[config.mk]
export PLATFORM = sky130hd
export DESIGN_NAME = colour_conv_select
export DESIGN_NICKNAME = d
export VERILOG_FILES = /design/src/rtl/ccs_pkg.sv /design/src/rtl/ccs_std_pick.sv /design/src/rtl/ccs_range_resolve.sv /design/src/rtl/ccs_mode_encode.sv /design/src/rtl/colour_conv_select.sv
export SDC_FILE = /design/constraint.sdc
export NUM_CORES = 1
export LEC_CHECK = 0
export BUFFER_PORTS_ARGS = -buffer_cell sky130_fd_sc_hd__buf_4
export CORE_MARGIN = 2
export CORE_UTILIZATION = 40
export CTS_CLUSTER_DIAMETER = 30
export DETAILED_ROUTE_END_ITERATION = 8
export GPL_ROUTABILITY_DRIVEN = 0
export HOLD_SLACK_MARGIN = 0.02
export PLACE_DENSITY = 0.62
export SLEW_MARGIN = 20
export SYNTH_ARGS = -nofsm -noshare
export SYNTH_HDL_FRONTEND = slang
export SYNTH_SLANG_ARGS = --single-unit
[constraint.sdc]
create_clock -name clk -period 3.12 [get_ports clk]
set_input_delay 0.624 -clock clk [delete_from_list [all_inputs] [get_ports clk]]
set_output_delay 0.624 -clock clk [all_outputs]
set_load 0.01 [all_outputs]
[src/rtl/ccs_pkg.sv]
// Shared definitions for the colour conversion selector.
// Assumes: mode codes are consumed by a matrix loader that decodes them.
package ccs_pkg;

    typedef enum logic [3:0] {
        CM_RGBF_RGBF   = 4'd0,
        CM_RGBL_RGBF   = 4'd1,
        CM_Y601_RGBF   = 4'd2,
        CM_Y709_RGBF   = 4'd3,
        CM_RGBF_Y601   = 4'd4,
        CM_RGBF_Y709   = 4'd5,
        CM_RGBL_Y601   = 4'd6,
        CM_RGBL_Y709   = 4'd7,
        CM_YUV_PASS    = 4'd8
    } conv_mode_e;

    localparam logic [1:0] FORCE_FULL  = 2'd1;
    localparam logic [1:0] FORCE_LIM   = 2'd2;
    localparam logic [1:0] QUANT_LIM   = 2'd1;
    localparam logic [1:0] QUANT_FULL  = 2'd2;
    localparam logic [1:0] CMTRY_601   = 2'd1;
    localparam logic [1:0] CMTRY_709   = 2'd2;

endpackage

[src/rtl/ccs_std_pick.sv]
// Classifies the input colour space and picks the source and resolution standards.
// Assumes: colour space 0 is RGB, every other code is YUV; standard-definition
// video codes are the 480/576 line families listed in the requirements.
module ccs_std_pick #(
    parameter int VIC_W = 8
) (
    input  logic [1:0]       cspace,
    input  logic [1:0]       colorimetry,
    input  logic [VIC_W-1:0] vic,
    output logic             is_rgb,
    output logic             res_hd,
    output logic             src_709
);
    import ccs_pkg::*;

    logic sd_code;

    // Decide whether the video code names a standard-definition mode.
    always_comb begin
        sd_code = ((vic >= VIC_W'(1))  && (vic <= VIC_W'(3)))  ||
                  ((vic >= VIC_W'(6))  && (vic <= VIC_W'(15))) ||
                  ((vic >= VIC_W'(17)) && (vic <= VIC_W'(18))) ||
                  ((vic >= VIC_W'(21)) && (vic <= VIC_W'(30))) ||
                  ((vic >= VIC_W'(35)) && (vic <= VIC_W'(38)));
    end

    // Derive format class and standards from the frame fields.
    always_comb begin
        is_rgb = (cspace == 2'd0);
        res_hd = !sd_code;
        if (colorimetry == CMTRY_709)      src_709 = 1'b1;
        else if (colorimetry == CMTRY_601) src_709 = 1'b0;
        else                               src_709 = res_hd;
    end

endmodule

[src/rtl/ccs_range_resolve.sv]
// Resolves the effective quantization range of the incoming video.
// Priority: YUV is limited; else override; else explicit field; else code default.
module ccs_range_resolve (
    input  logic       is_rgb,
    input  logic [1:0] rgb_q,
    input  logic       vic_zero,
    input  logic [1:0] force_sel,
    output logic       full
);
    import ccs_pkg::*;

    // Apply the ordered range rule.
    always_comb begin
        if (!is_rgb)                   full = 1'b0;
        else if (force_sel == FORCE_FULL) full = 1'b1;
        else if (force_sel == FORCE_LIM)  full = 1'b0;
        else if (rgb_q == QUANT_FULL)  full = 1'b1;
        else if (rgb_q == QUANT_LIM)   full = 1'b0;
        else                           full = vic_zero;
    end

endmodule

[src/rtl/ccs_mode_encode.sv]
// Turns format class, range, standards and output choice into a mode code.
// Assumes: RGB output is full range, YUV output is limited range.
module ccs_mode_encode (
    input  logic       is_rgb,
    input  logic       full,
    input  logic       src_709,
    input  logic       res_hd,
    input  logic       want_yuv,
    output logic [3:0] mode,
    output logic       out_709
);
    import ccs_pkg::*;

    conv_mode_e m;

    // Select the conversion for the requested output family.
    always_comb begin
        out_709 = 1'b0;
        if (!want_yuv) begin
            if (is_rgb) m = full ? CM_RGBF_RGBF : CM_RGBL_RGBF;
            else        m = src_709 ? CM_Y709_RGBF : CM_Y601_RGBF;
        end else if (is_rgb) begin
            out_709 = res_hd;
            if (full) m = res_hd ? CM_RGBF_Y709 : CM_RGBF_Y601;
            else      m = res_hd ? CM_RGBL_Y709 : CM_RGBL_Y601;
        end else begin
            out_709 = src_709;
            m = CM_YUV_PASS;
        end
        mode = m;
    end

endmodule

[src/rtl/colour_conv_select.sv]
// Top of the colour conversion selector. Captures frame fields on a valid
// strobe and registers the mode, range, standard and content type. An
// override change recomputes from the captured fields.
// Assumes: frame_valid is a one-cycle strobe; synchronous active-low reset.
module colour_conv_select #(
    parameter int VIC_W = 8,
    parameter int CT_W  = 2
) (
    input  logic             clk,
    input  logic             rst_n,
    input  logic             frame_valid,
    input  logic [1:0]       frame_cspace,
    input  logic [1:0]       frame_colorimetry,
    input  logic [1:0]       frame_rgb_q,
    input  logic [1:0]       frame_ycc_q,
    input  logic [VIC_W-1:0] frame_vic,
    input  logic [CT_W-1:0]  frame_content,
    input  logic [1:0]       range_force,
    input  logic             want_yuv,
    output logic [3:0]       conv_mode,
    output logic             src_full,
    output logic [CT_W-1:0]  content_type,
    output logic             out_std_709
);
    import ccs_pkg::*;

    logic [1:0]       cap_cspace, cap_cmtry, cap_q;
    logic [VIC_W-1:0] cap_vic;
    logic [1:0]       force_q;
    logic [1:0]       sel_cspace, sel_cmtry, sel_q;
    logic [VIC_W-1:0] sel_vic;
    logic             upd, force_chg;
    logic             is_rgb, res_hd, src_709, full_n, out709_n;
    logic [3:0]       mode_n;
    logic             ycc_unused;

    // The YCC quantization field never affects the result.
    assign ycc_unused = ^frame_ycc_q;

    // Detect an override change and pick live or captured fields.
    always_comb begin
        force_chg  = (range_force != force_q);
        upd        = frame_valid || force_chg;
        sel_cspace = frame_valid ? frame_cspace      : cap_cspace;
        sel_cmtry  = frame_valid ? frame_colorimetry : cap_cmtry;
        sel_q      = frame_valid ? frame_rgb_q       : cap_q;
        sel_vic    = frame_valid ? frame_vic         : cap_vic;
    end

    ccs_std_pick #(.VIC_W(VIC_W)) u_std (
        .cspace      (sel_cspace),
        .colorimetry (sel_cmtry),
        .vic         (sel_vic),
        .is_rgb      (is_rgb),
        .res_hd      (res_hd),
        .src_709     (src_709)
    );

    ccs_range_resolve u_range (
        .is_rgb    (is_rgb),
        .rgb_q     (sel_q),
        .vic_zero  (sel_vic == '0),
        .force_sel (range_force),
        .full      (full_n)
    );

    ccs_mode_encode u_enc (
        .is_rgb   (is_rgb),
        .full     (full_n),
        .src_709  (src_709),
        .res_hd   (res_hd),
        .want_yuv (want_yuv),
        .mode     (mode_n),
        .out_709  (out709_n)
    );

    // Capture frame fields on the strobe and track the override.
    always_ff @(posedge clk) begin
        if (!rst_n) begin
            cap_cspace <= '0;
            cap_cmtry  <= '0;
            cap_q      <= '0;
            cap_vic    <= '0;
            force_q    <= '0;
        end else begin
            force_q <= range_force;
            if (frame_valid) begin
                cap_cspace <= frame_cspace;
                cap_cmtry  <= frame_colorimetry;
                cap_q      <= frame_rgb_q;
                cap_vic    <= frame_vic;
            end
        end
    end

    // Register the results on an update event.
    always_ff @(posedge clk) begin
        if (!rst_n) begin
            conv_mode    <= 4'(CM_RGBF_RGBF);
            src_full     <= 1'b1;
            content_type <= '0;
            out_std_709  <= 1'b0;
        end else begin
            if (upd) begin
                conv_mode   <= mode_n;
                src_full    <= full_n;
                out_std_709 <= out709_n;
            end
            if (frame_valid) content_type <= frame_content;
        end
    end

    // no update event means every output holds.
    a_r10_hold: assert property (@(posedge clk) disable iff (!rst_n)
        (!frame_valid && !force_chg) |=>
            ($stable(conv_mode) && $stable(src_full) && $stable(out_std_709) && $stable(content_type)));

    // the output family follows the wanted format.
    a_r6_rgb_family: assert property (@(posedge clk) disable iff (!rst_n)
        (upd && !want_yuv) |=> (conv_mode <= 4'd3 && !out_std_709));
    a_r7_yuv_family: assert property (@(posedge clk) disable iff (!rst_n)
        (upd && want_yuv) |=> (conv_mode >= 4'd4 && conv_mode <= 4'd8));

    // a YUV frame never reports full range.
    a_r2_yuv_limited: assert property (@(posedge clk) disable iff (!rst_n)
        (frame_valid && frame_cspace != 2'd0) |=> !src_full);

    // forcing full range on an RGB frame lands one cycle later.
    a_r5_force_full: assert property (@(posedge clk) disable iff (!rst_n)
        (frame_valid && frame_cspace == 2'd0 && range_force == FORCE_FULL) |=> src_full);

    // content type follows the strobe.
    a_r9_content: assert property (@(posedge clk) disable iff (!rst_n)
        frame_valid |=> (content_type == $past(frame_content)));

endmodule

==> metrics.md <==
| Metric | Value |
|---|---|
| CP Launch Point | frame_valid |
| Cell area after layout | 0.001594 sq mm |
| HPWL after DPL | 2.079 mm |
| DR DRC count | 0 |
| Die ar. | 0.003866 sq mm |
| # Max-Cap Violations | 0 |
| RSZ-0062 raised after global routing | false |
| Vias in the first global route | 1177 |
| Sequential area share after synthesis | 35.49% |
| Wire length on met2 | 1.354 mm |
| Critical Path AT | 2.36 ns |
| Synth top area cells | dfxtp_1 (35%), mux2i_1 (10%), nor2b_1 (6.0%), nor2_1 (4.2%), a21boi_0 (2.8%) |
| DRT iter0 DRCs | 44 |
| Total track usage | 14.97% |
| Pwr Total | 655.9 uW |
| HP Start | conv_mode[2] |
| Final hold violation count | 0 |
| Fill count | 343 |
| Netlist Area Pre-Place | 0.001354 sq mm |
| Routed vias/inst | 5.261 |
| Die X | 62.18 microns |
| CTS Root Cell | clkbuf_4 |
| Worst Tran Pin Value | 0.7221 ns |
| Time the worst path needs with I/O delays and setup | 2.111 ns |
| Hold Crit Endpoint | conv_mode[2] |
| Cell Pwr Density | 411.5 mW/mm^2 |
| R2r endpoint | conv_mode[0] |
| Ys Warns | 0 |
| Clk sinks | 24 |
| Worst R2R Setup Slack | 1.50 ns |
| Critical Path Fanout Max | 41 |
| Clk slew on worst S/H paths | 0.13 ns |
| Setup crit start kind | primary input |
| DRT antenna net count | 0 |
| Drt total wl | 2.730 mm |
| Longest Clk Path Bufs | 2 |
| Die Y | 62.18 microns |
| Syn Nets | 174 |
| R2R depth | 6 |
| Layout Nets | 201 |
| Setup Viol. Count Final | 0 |
| Initial core utilization | 41.22% |
| Placed instance area | 0.001558 sq mm |
| Total negative slack | 0 ns |
| Layout cell share with drive strength beyond 1 | 23.30% |
| Placed Cells | 218 |
| Status | finished, final reports clean |
| WL met3 | 112 microns |
| CP Class | in -> reg |
| Max Freq | 0.4737 GHz |
| H-tree levels | 1 |
| Seq cells post-synth | 24 |
| Type of the tightest min-delay check | reg -> reg |
| Tcrit/Tclk final | 67.66% |
| Aggregate global routing overflow | 0 |
| Mapped Avg Cell Area | 9.025 sq um |
| Hold Crit Depth | 2 |
| # rows | 21 |
| CTS tree | done |
| Number of CTS-inserted buffers | 3 |
| P&R area growth vs syn | 17.75% |
| Non-Filler Instances | 222 |
| Port Buffers | 29 |
| Area leader, netlist | dfxtp_1 |
| Boundary Pins | 32 |
| Peak supply drop | 0.2126 mV |
| Largest net degree at the start of global routing | 42 |
| Core Region | 0.003284 sq mm |
| Met1 Wirelength | 1.229 mm |
| Post-CTS sizing | 0 |
| Crit. End Element | flop |
| Via count | 1168 |
| WP data required | 3.37 ns |
| Clock Skew | 0.006206 ns |
| Number of hold buffers added after CTS | 0 |
| Top Metal Used | met4 |
| Avg WL per Cell | 12.30 microns |
| Initial antenna violation count | 0 |
| Worst r2r src | cap_vic[4] |
| First-pass GRT wire length | 4.816 mm |
| Post-synth top area share | 35.49% |
| DR pass1 iterations | 4 |
| Cell variety after synth | 43 |
| Slew margin rel. | 51.49% |
| Total setup buffers inserted after CTS | 0 |
| Clk Latency, worst-skew pair | 0.32 ns |
| Pleak | 0.0006658 uW |
| Mapped Cells | 150 |
| N_diodes | 0 |
| Max-slew violations | 0 |
-- flip-flops by register name, indices dropped and copies added, names as in the netlist --
name          cells
conv_mode         4
src_full          1
content_type      2
cap_vic           8
cap_q             2
cap_cspace        2
out_std_709       1
force_q           2
cap_cmtry         2
-- worst max-delay path, cell delays in order --
cell and delay (ns):
buf_4 0.39, mux2i_1 0.38, a21oi_1 0.11, o21a_1 0.20
and3_1 0.18, o31a_1 0.28, a211oi_2 0.20
-- logic make-up after synthesis --
| family | synth area share (%) |
|---|---|
| flops | 35.49 |
| mux | 11.18 |
| xor+xnor | 1.294 |
| simple gates | 27.73 |
| buf+inv | 6.377 |
| compound gates | 17.93 |
-- layout make-up --
| cell class | count | area [sq um] | area share [%] |
|---|---|---|---|
| Tap cell | 46 | 57.56 | 3.611 |
| Timing Repair Buffer | 29 | 217.7 | 13.66 |
| Inverter | 4 | 15.01 | 0.9419 |
| Sequential cell | 24 | 480.5 | 30.14 |
| Multi-Input combinational cell | 115 | 787.0 | 49.37 |
| Clock buffer | 4 | 36.28 | 2.276 |
-- worst max-delay path by stage --
stage                     cells after the start           end  slack [ns]
final                                         7  conv_mode[0]        1.01
after global routing                          7  conv_mode[0]        0.84
after CTS                                     7  conv_mode[0]         1.0
after detailed placement                      7  conv_mode[0]        0.65
after global placement                        7  conv_mode[0]        0.69
after floorplan                               9      src_full        1.10
-- layer usage --
metal  track usage [%]  vias up
li1                  -      589
met1             17.29      549
met2             28.26       26
met3             1.993        4
met4             5.000        0
met5                 0        -
-- cells in the final DEF, fill, tap and decap left out, types with 2 or more instances in the layout --
| master | instances |
|---|---|
| buf_4 | 29 |
| dfxtp_1 | 24 |
| nor2_1 | 15 |
| mux2i_1 | 14 |
| nor2b_1 | 13 |
| nand2_1 | 10 |
| nand2b_1 | 6 |
| nand3_1 | 5 |
| o21ai_0 | 5 |
| a21boi_0 | 5 |
| inv_1 | 4 |
| a21oi_1 | 4 |
| nand4_1 | 3 |
| clkbuf_4 | 3 |
| o21ai_1 | 2 |
| a211oi_2 | 2 |
| xor2_1 | 2 |
| nor3_1 | 2 |
| and2_1 | 2 |
| a32oi_1 | 2 |
| nand4b_1 | 2 |
-- through the flow --
step | setup WS (ns) | hold slack, ns | util [%]
after floorplan | 1.105 | 0.4806 | -
after global placement | 0.6859 | 0.4576 | 47.43
after detailed placement | 0.6485 | 0.4598 | 47.43
after CTS | 0.9956 | 0.4818 | 48.53
after global routing | 0.8392 | 0.4919 | 48.53
final | 1.009 | 0.4754 | 48.53
-- synth_stat cells --
cell      number
dfxtp_1       24
nor2_1        15
mux2i_1       14
nor2b_1       13
nand2_1       10
nand2b_1       6
a21boi_0       5
nand3_1        5
o21ai_0        5
a21oi_1        4
inv_1          4
buf_6          3
nand4_1        3
a211oi_2       2
a32oi_1        2
and2_1         2
buf_8          2
clkbuf_1       2
nand4b_1       2
nor3_1         2
o21ai_1        2
xor2_1         2
a211o_1        1
a22oi_1        1
a32oi_2        1
and2b_1        1
and3_1         1
mux2_2         1
nand3_2        1
nand3b_1       1
nor3_2         1
nor4_2         1
nor4b_1        1
nor4bb_1       1
o211a_1        1
o21a_1         1
o22a_1         1
o22ai_1        1
o31a_1         1
o31ai_1        1
o32a_1         1
o32ai_2        1
or3_1          1
-- where the power goes --
| group | internal (uW) | switching, uW | total [uW] |
|---|---|---|---|
| Combinational | 74.3 | 72.9 | 147 |
| Sequential | 327 | 13.7 | 341 |
| Clock | 71.4 | 96.6 | 168 |
Note: power is estimated with default switching activity, not from simulation.
